**config.mk**
```make
export PLATFORM = sky130hd
export DESIGN_NAME = amo_rmw_unit
export DESIGN_NICKNAME = d
export VERILOG_FILES = /design/src/rtl/amo_pkg.sv /design/src/rtl/amo_decode.sv /design/src/rtl/amo_alu.sv /design/src/rtl/amo_seq.sv /design/src/rtl/amo_rmw_unit.sv
export SDC_FILE = /design/constraint.sdc
export NUM_CORES = 1
export LEC_CHECK = 0
export BUFFER_PORTS_ARGS = -buffer_cell sky130_fd_sc_hd__buf_2
export CORE_UTILIZATION = 30
export DETAILED_ROUTE_END_ITERATION = 16
export PLACE_DENSITY_LB_ADDON = 0.15
export SLEW_MARGIN = 0
export SYNTH_ARGS = -nofsm -noshare
export SYNTH_HDL_FRONTEND = slang
export SYNTH_SLANG_ARGS = --single-unit
export TNS_END_PERCENT = 10
```
**constraint.sdc**
```tcl
create_clock -name clk -period 5.9 [get_ports clk]
set_input_delay 0.885 -clock clk [delete_from_list [all_inputs] [get_ports clk]]
set_output_delay 0.885 -clock clk [all_outputs]
set_load 0.02 [all_outputs]
```
**src/rtl/amo_pkg.sv**
```systemverilog
package amo_pkg;

    localparam int XLEN = 32;
    localparam int BE_W = XLEN / 8;

    localparam logic [6:0] OPC_ATOMIC = 7'b0101111;
    localparam logic [2:0] WIDTH_WORD = 3'b010;

    typedef enum logic [4:0] {
        OP_ADD  = 5'b00000,
        OP_SWAP = 5'b00001,
        OP_XOR  = 5'b00100,
        OP_OR   = 5'b01000,
        OP_AND  = 5'b01100,
        OP_MIN  = 5'b10000,
        OP_MAX  = 5'b10100,
        OP_MINU = 5'b11000,
        OP_MAXU = 5'b11100
    } amo_op_e;

    typedef enum logic [1:0] {
        SQ_IDLE,
        SQ_LOAD,
        SQ_WAIT,
        SQ_STORE
    } seq_state_e;

    typedef struct packed {
        logic    is_amo;
        logic    legal;
        amo_op_e op;
        logic [4:0] rd;
    } amo_dec_t;

    function automatic logic op_supported(input logic [4:0] f5);
        case (f5)
            OP_ADD, OP_SWAP, OP_XOR, OP_OR, OP_AND,
            OP_MIN, OP_MAX, OP_MINU, OP_MAXU: op_supported = 1'b1;
            default:                          op_supported = 1'b0;
        endcase
    endfunction

    function automatic logic [XLEN-1:0] amo_combine(
        input amo_op_e         op,
        input logic [XLEN-1:0] cur,
        input logic [XLEN-1:0] arg
    );
        logic s_lt;
        logic u_lt;
        s_lt = $signed(arg) < $signed(cur);
        u_lt = arg < cur;
        case (op)
            OP_SWAP: amo_combine = arg;
            OP_ADD:  amo_combine = cur + arg;
            OP_XOR:  amo_combine = cur ^ arg;
            OP_OR:   amo_combine = cur | arg;
            OP_AND:  amo_combine = cur & arg;
            OP_MIN:  amo_combine = s_lt ? arg : cur;
            OP_MAX:  amo_combine = s_lt ? cur : arg;
            OP_MINU: amo_combine = u_lt ? arg : cur;
            OP_MAXU: amo_combine = u_lt ? cur : arg;
            default: amo_combine = cur;
        endcase
    endfunction

endpackage

```
**src/rtl/amo_decode.sv**
```systemverilog
module amo_decode
    import amo_pkg::*;
(
    input  logic [XLEN-1:0] instr_i,
    output amo_dec_t        dec_o
);
    logic [4:0] f5;
    assign f5 = instr_i[31:27];

    always_comb begin
        dec_o.is_amo = (instr_i[6:0] == OPC_ATOMIC);
        dec_o.legal  = (instr_i[14:12] == WIDTH_WORD) && op_supported(f5);
        dec_o.op     = amo_op_e'(f5);
        dec_o.rd     = instr_i[11:7];
    end
endmodule

```
**src/rtl/amo_alu.sv**
```systemverilog
module amo_alu
    import amo_pkg::*;
(
    input  amo_op_e         op_i,
    input  logic [XLEN-1:0] old_i,
    input  logic [XLEN-1:0] opnd_i,
    output logic [XLEN-1:0] new_o
);
    assign new_o = amo_combine(op_i, old_i, opnd_i);
endmodule

```
**src/rtl/amo_seq.sv**
```systemverilog
module amo_seq
    import amo_pkg::*;
#(
    parameter int ADDR_W = 32
) (
    input  logic              clk,
    input  logic              rst,
    input  logic              start_i,
    input  amo_dec_t          dec_i,
    input  logic [XLEN-1:0]   rs1_i,
    input  logic [XLEN-1:0]   rs2_i,
    input  logic [XLEN-1:0]   new_i,
    output amo_op_e           op_o,
    output logic [XLEN-1:0]   old_o,
    output logic [XLEN-1:0]   opnd_o,
    output logic              busy_o,
    output logic              illegal_o,
    output logic              misalign_o,
    output logic              mem_req_o,
    output logic              mem_we_o,
    output logic [ADDR_W-1:0] mem_addr_o,
    output logic [XLEN-1:0]   mem_wdata_o,
    output logic [BE_W-1:0]   mem_be_o,
    input  logic              mem_ready_i,
    input  logic              mem_rvalid_i,
    input  logic [XLEN-1:0]   mem_rdata_i,
    output logic              rd_we_o,
    output logic [4:0]        rd_idx_o
);
    seq_state_e        st_q;
    amo_op_e           op_q;
    logic [ADDR_W-1:0] addr_q;
    logic [XLEN-1:0]   opnd_q;
    logic [XLEN-1:0]   old_q;
    logic [4:0]        rd_q;
    logic              ill_q;
    logic              mis_q;
    logic              wb_q;
    logic              take;

    assign take = start_i && (st_q == SQ_IDLE) && dec_i.is_amo;

    always_ff @(posedge clk) begin
        if (rst) begin
            st_q   <= SQ_IDLE;
            op_q   <= OP_ADD;
            addr_q <= '0;
            opnd_q <= '0;
            old_q  <= '0;
            rd_q   <= '0;
            ill_q  <= 1'b0;
            mis_q  <= 1'b0;
            wb_q   <= 1'b0;
        end else begin
            ill_q <= 1'b0;
            mis_q <= 1'b0;
            wb_q  <= 1'b0;
            case (st_q)
                SQ_IDLE: begin
                    if (take) begin
                        if (!dec_i.legal) begin
                            ill_q <= 1'b1;
                        end else if (rs1_i[1:0] != 2'b00) begin
                            mis_q <= 1'b1;
                        end else begin
                            op_q   <= dec_i.op;
                            addr_q <= rs1_i[ADDR_W-1:0];
                            opnd_q <= rs2_i;
                            rd_q   <= dec_i.rd;
                            st_q   <= SQ_LOAD;
                        end
                    end
                end
                SQ_LOAD: if (mem_ready_i) st_q <= SQ_WAIT;
                SQ_WAIT: begin
                    if (mem_rvalid_i) begin
                        old_q <= mem_rdata_i;
                        st_q  <= SQ_STORE;
                    end
                end
                SQ_STORE: begin
                    if (mem_ready_i) begin
                        wb_q <= 1'b1;
                        st_q <= SQ_IDLE;
                    end
                end
                default: st_q <= SQ_IDLE;
            endcase
        end
    end

    assign op_o        = op_q;
    assign old_o       = old_q;
    assign opnd_o      = opnd_q;
    assign busy_o      = (st_q != SQ_IDLE);
    assign illegal_o   = ill_q;
    assign misalign_o  = mis_q;
    assign mem_req_o   = (st_q == SQ_LOAD) || (st_q == SQ_STORE);
    assign mem_we_o    = (st_q == SQ_STORE);
    assign mem_addr_o  = addr_q;
    assign mem_wdata_o = new_i;
    assign mem_be_o    = '1;
    assign rd_we_o     = wb_q;
    assign rd_idx_o    = rd_q;
endmodule

```
**src/rtl/amo_rmw_unit.sv**
```systemverilog
module amo_rmw_unit
    import amo_pkg::*;
#(
    parameter int ADDR_W = 32
) (
    input  logic              clk,
    input  logic              rst,
    input  logic              start_i,
    input  logic [31:0]       instr_i,
    input  logic [31:0]       rs1_i,
    input  logic [31:0]       rs2_i,
    output logic              busy_o,
    output logic              illegal_o,
    output logic              misalign_o,
    output logic              mem_req_o,
    output logic              mem_we_o,
    output logic [ADDR_W-1:0] mem_addr_o,
    output logic [31:0]       mem_wdata_o,
    output logic [3:0]        mem_be_o,
    input  logic              mem_ready_i,
    input  logic              mem_rvalid_i,
    input  logic [31:0]       mem_rdata_i,
    output logic              rd_we_o,
    output logic [4:0]        rd_idx_o,
    output logic [31:0]       rd_data_o
);
    amo_dec_t        dec;
    amo_op_e         op_q;
    logic [XLEN-1:0] old_q;
    logic [XLEN-1:0] opnd_q;
    logic [XLEN-1:0] new_w;

    amo_decode dec_i (
        .instr_i (instr_i),
        .dec_o   (dec)
    );

    amo_alu alu_i (
        .op_i   (op_q),
        .old_i  (old_q),
        .opnd_i (opnd_q),
        .new_o  (new_w)
    );

    amo_seq #(.ADDR_W(ADDR_W)) seq_i (
        .clk          (clk),
        .rst          (rst),
        .start_i      (start_i),
        .dec_i        (dec),
        .rs1_i        (rs1_i),
        .rs2_i        (rs2_i),
        .new_i        (new_w),
        .op_o         (op_q),
        .old_o        (old_q),
        .opnd_o       (opnd_q),
        .busy_o       (busy_o),
        .illegal_o    (illegal_o),
        .misalign_o   (misalign_o),
        .mem_req_o    (mem_req_o),
        .mem_we_o     (mem_we_o),
        .mem_addr_o   (mem_addr_o),
        .mem_wdata_o  (mem_wdata_o),
        .mem_be_o     (mem_be_o),
        .mem_ready_i  (mem_ready_i),
        .mem_rvalid_i (mem_rvalid_i),
        .mem_rdata_i  (mem_rdata_i),
        .rd_we_o      (rd_we_o),
        .rd_idx_o     (rd_idx_o)
    );

    assign rd_data_o = old_q;
endmodule

```
==> impl_summary.log <==
[metrics] run status: finished, final reports clean
[metrics] Routed met1 length: approximately 14000 µm
[metrics] ordered cell list for the critical path: inv_1 > ha_1 > inv_1 > a2111oi_0 > nand3_1 > or4_4 > a221oi_4 > mux2_2 > nand2_2 > a221o_1 > a2bb2oi_1 > buf_2
[metrics] DRC errors left: 0
[metrics] share of final-layout standard cells stronger than drive strength 1: between 20% and 30%
[metrics] Bufs and invs on worst path: 3
[metrics] final setup TNS: 0 ps
[metrics] initial standard-cell utilization of the core: 30.91%
[metrics] Die Footprint: between 20000 and 30000 µm²
[metrics] post-synthesis share of cell area spent on full adders, half adders and majority gates: between 10% and 20%
[metrics] number of vias per cell: slightly above 5
[metrics] first-pass GRT wire length: about 47000 µm
[metrics] Detail Route met2 WL: 13570 µm
[metrics] complex-gate fraction of the synthesized area: 27.37%
[metrics] # diodes: 0
[metrics] power per cell area: ~140 nW/µm²
[metrics] Post-Syn Area per Cell: 7.228 µm²
[metrics] number of flops mapped to enable cells by yosys: 0
[metrics] largest net degree at the start of global routing: 96
[metrics] worst slew pin tran: 1081 ps
[metrics] Tcrit/Tclk final: between 90% and 100%
[metrics] final core utilization: around 37%
[metrics] total standard cell area after synthesis: just under 9000 µm²
[metrics] CTS tree: built
[metrics] most frequent CP cell: sky130_fd_sc_hd__inv_1
[metrics] critical-path cell with the highest stage delay: sky130_fd_sc_hd__or4_4
[metrics] critical path arrival: 4770 ps
[metrics] gpl congestion: about 0.85
[metrics] Top Family by Delay on Critical Path: compound AO/OA/AOI/OAI gates
[metrics] P_leak: roughly 0.0044 µW
[metrics] worst hold slack: between 400 and 500 ps
[metrics] ys flop type: sky130_fd_sc_hd__dfxtp_1
[metrics] Max IR drop VDD: 0.1253 mV
[metrics] count of max-cap constraint violations: 0
[metrics] number of global-route vias before repair: 8564
[metrics] kind of critical path: reg -> out
[metrics] number of buffers inserted during clock tree synthesis: 9
[metrics] worst hold path class: reg -> reg
[metrics] total congestion overflow after global routing: 0
[metrics] cell row count: 61
[metrics] crit end category: output port
[metrics] highest attainable clock frequency: 0.1770 GHz
[metrics] number of buffers added on ports: 227
[metrics] DP HPWL: roughly 22000 µm
[metrics] share of the yosys chip area belonging to registers: about a quarter
[metrics] RSZ-0062 raised after global routing: false
[metrics] Crit path required time: 5020 ps
[metrics] main combinational cell family by area after synthesis: compound AO/OA/AOI/OAI gates
[metrics] net count reported at finish: 1616
[metrics] height of the die: 172.1 µm
[metrics] DR pass1 iterations: 5
[metrics] top metal layer carrying routed signals: met5
[metrics] Fin Clk Skew: around 15 ps
[metrics] delay of the slowest cell on the worst path: approximately 600 ps
[metrics] number of routed nets with antenna violations: 0
[metrics] clock root cell: sky130_fd_sc_hd__clkbuf_16
[metrics] number of DRC violations after detailed-routing iteration 0: between 400 and 500
[metrics] io pins: 244
[metrics] WL per Instance: roughly 17 µm
[metrics] antenna violations before repair: 2
[metrics] Global Route Usage Sum: between 20% and 30%
[metrics] Final Hold Violating Endpoints: 0
[metrics] final setup violation count: 0
[metrics] max-slew violation count: 0
[metrics] area of the core region: 28090 µm²
[metrics] count of synthesis-stage warnings from yosys: 0
[metrics] Design Power: 1495 µW
[metrics] Rel. slew slack: between 20% and 30%
[metrics] synthesized-area fraction occupied by and/or/nand/nor cells: a little over a fifth
[metrics] most common cell after layout, fill and taps aside: sky130_fd_sc_hd__nand2_1
[metrics] P&R area growth vs syn: 20.45%
[metrics] Worst Setup Start Kind: flop
[metrics] via total after detailed routing: 8939
[metrics] number of levels in the clock H-tree: 3
[metrics] proportion of synthesized area in mux cells: about 1.1%
[metrics] XOR/XNOR share of the synthesized area: 2.623%
[metrics] width of the die: 172.1 µm
[metrics] clk slew on worst S/H paths: approximately 100 ps
[metrics] Total Routed Length: approximately 30000 µm
[metrics] post-layout min period: around 5700 ps
[metrics] count of unique library cells instantiated by Yosys: 76
[metrics] commonest non-fill, non-tap cells in the layout: sky130_fd_sc_hd__nand2_1, sky130_fd_sc_hd__buf_2, sky130_fd_sc_hd__a21oi_1, sky130_fd_sc_hd__dfxtp_1, sky130_fd_sc_hd__ha_1
[metrics] peak fanout along the critical path: 16
[metrics] length of routed met3 wiring: about 1900 µm
[metrics] quantity of hold-fixing buffers added after cts: 0
[metrics] flops & latches, synth: ~110
[metrics] post-synthesis instance total: 1201
[metrics] fraction of registers with async set or reset after synthesis: 0%
[metrics] Filler Cells Inserted: a little over 3000
[metrics] # clock sinks: ~110
[metrics] Longest Clk Path Bufs: 2
[metrics] Skew-Pair Late Insertion Delay: around 380 ps
final timing paths:
check	start	endpoint	slack [ps]	cells past startpoint
max	seq_i.old_o[19]	mem_wdata_o[30]	250	12
max reg2reg	seq_i.st_q[0]	seq_i.st_q[1]	2970	9
min reg2reg	seq_i.mem_addr_o[6]	seq_i.mem_addr_o[6]	450	2
min	seq_i.mem_addr_o[6]	seq_i.mem_addr_o[6]	450	2
cells in the mapped netlist, drive strengths merged (4+ instances only):
library cell / number / area [µm²]
a211oi: 7 / 57.55
nand2: 256 / 963.4
or4: 4 / 37.53
clkbuf: 62 / 232.7
o211ai: 16 / 120.1
o21a: 6 / 45.04
a221o: 6 / 60.06
o221ai: 5 / 43.79
nor2: 60 / 225.2
nand2b: 7 / 43.79
nand4: 10 / 62.56
a221oi: 25 / 274.0
a21o: 20 / 151.4
xnor2: 23 / 201.4
a32oi: 4 / 35.03
o31ai: 7 / 52.55
or3: 5 / 31.28
o21ai: 53 / 265.3
mux2: 4 / 48.79
dfxtp: 111 / 2222
and3: 6 / 37.54
nor3b: 6 / 45.04
a22oi: 13 / 97.59
nand3: 17 / 85.08
inv: 89 / 334.1
mux2i: 5 / 50.05
a21oi: 174 / 870.8
buf: 16 / 95.09
nor2b: 11 / 68.82
ha: 100 / 1251
nor3: 13 / 65.06
nor4: 5 / 31.28
worst reg2reg max path, delay by kind of cell, from the launching register on:
kind	cells	cell delay, ps
DFF	1	360
and+or+nand+nor	5	1480
buffers and inverters	1	90
adders and majority gates	1	230
AOI/OAI and AO/OA	2	630
state kept, by name (all words and copies together) (netlist names):
signal / flops
seq_i.misalign_o: 1
seq_i.op_o: 5
seq_i.illegal_o: 1
seq_i.old_o: 32
seq_i.opnd_o: 32
seq_i.rd_idx_o: 5
seq_i.rd_we_o: 1
seq_i.st_q: 2
seq_i.mem_addr_o: 32
what timing repair did:
| item | in CTS | in global routing |
|---|---|---|
| buffers inserted | 0 | 0 |
| gates resized for setup | 0 | 1 |
| hold endpoints to repair | 0 | 0 |
| endpoints found under the setup margin | 0 | 6 |
per-layer routing:
layer  up-vias  GRT usage, %
li1       4520             -
met1      4134         27.44
met2       257         33.12
met3        26         4.440
met4         2         4.886
met5         -             0
area by class of cell:
cell class / count / area (µm²) / share of cell area [%]
Tap cell: 378 / 473.0 / 4.523
Sequential cell: 111 / 2222 / 21.25
Multi-Input combinational cell: 926 / 5837 / 55.82
Clock inverter: 7 / 91.34 / 0.8735
Timing Repair Buffer: 245 / 1274 / 12.18
Inverter: 89 / 334.1 / 3.195
Clock buffer: 9 / 225.2 / 2.154
kinds of logic after synthesis:
| kind of cell | count (synthesis) |
|---|---|
| and+or+nand+nor | 415 |
| AOI/OAI and AO/OA | 371 |
| buffers and inverters | 167 |
| DFF | 111 |
| adders and majority gates | 101 |
| xor gates and xnor gates | 26 |
| muxes | 9 |
| other | 1 |
metrics by stage:
stage | cells | setup slack [ps] | area, µm²
6_report | 1765 | 249.2 | 10460
5_1_grt | 1765 | 26.21 | 10460
4_1_cts | 1765 | 92.73 | 10450
3_5_place_dp | 1749 | 516.4 | 10130
3_3_place_gp | 1749 | 609.7 | 10130
2_1_floorplan | 1204 | 1231 | 8692
where the power goes:
group / internal (µW) / switching [µW]
combinational: 30.2 / 28.1
sequential: 749 / 0.0476
clock: 310 / 378
total: 1090 / 406
(Power assumes the default switching activity.)
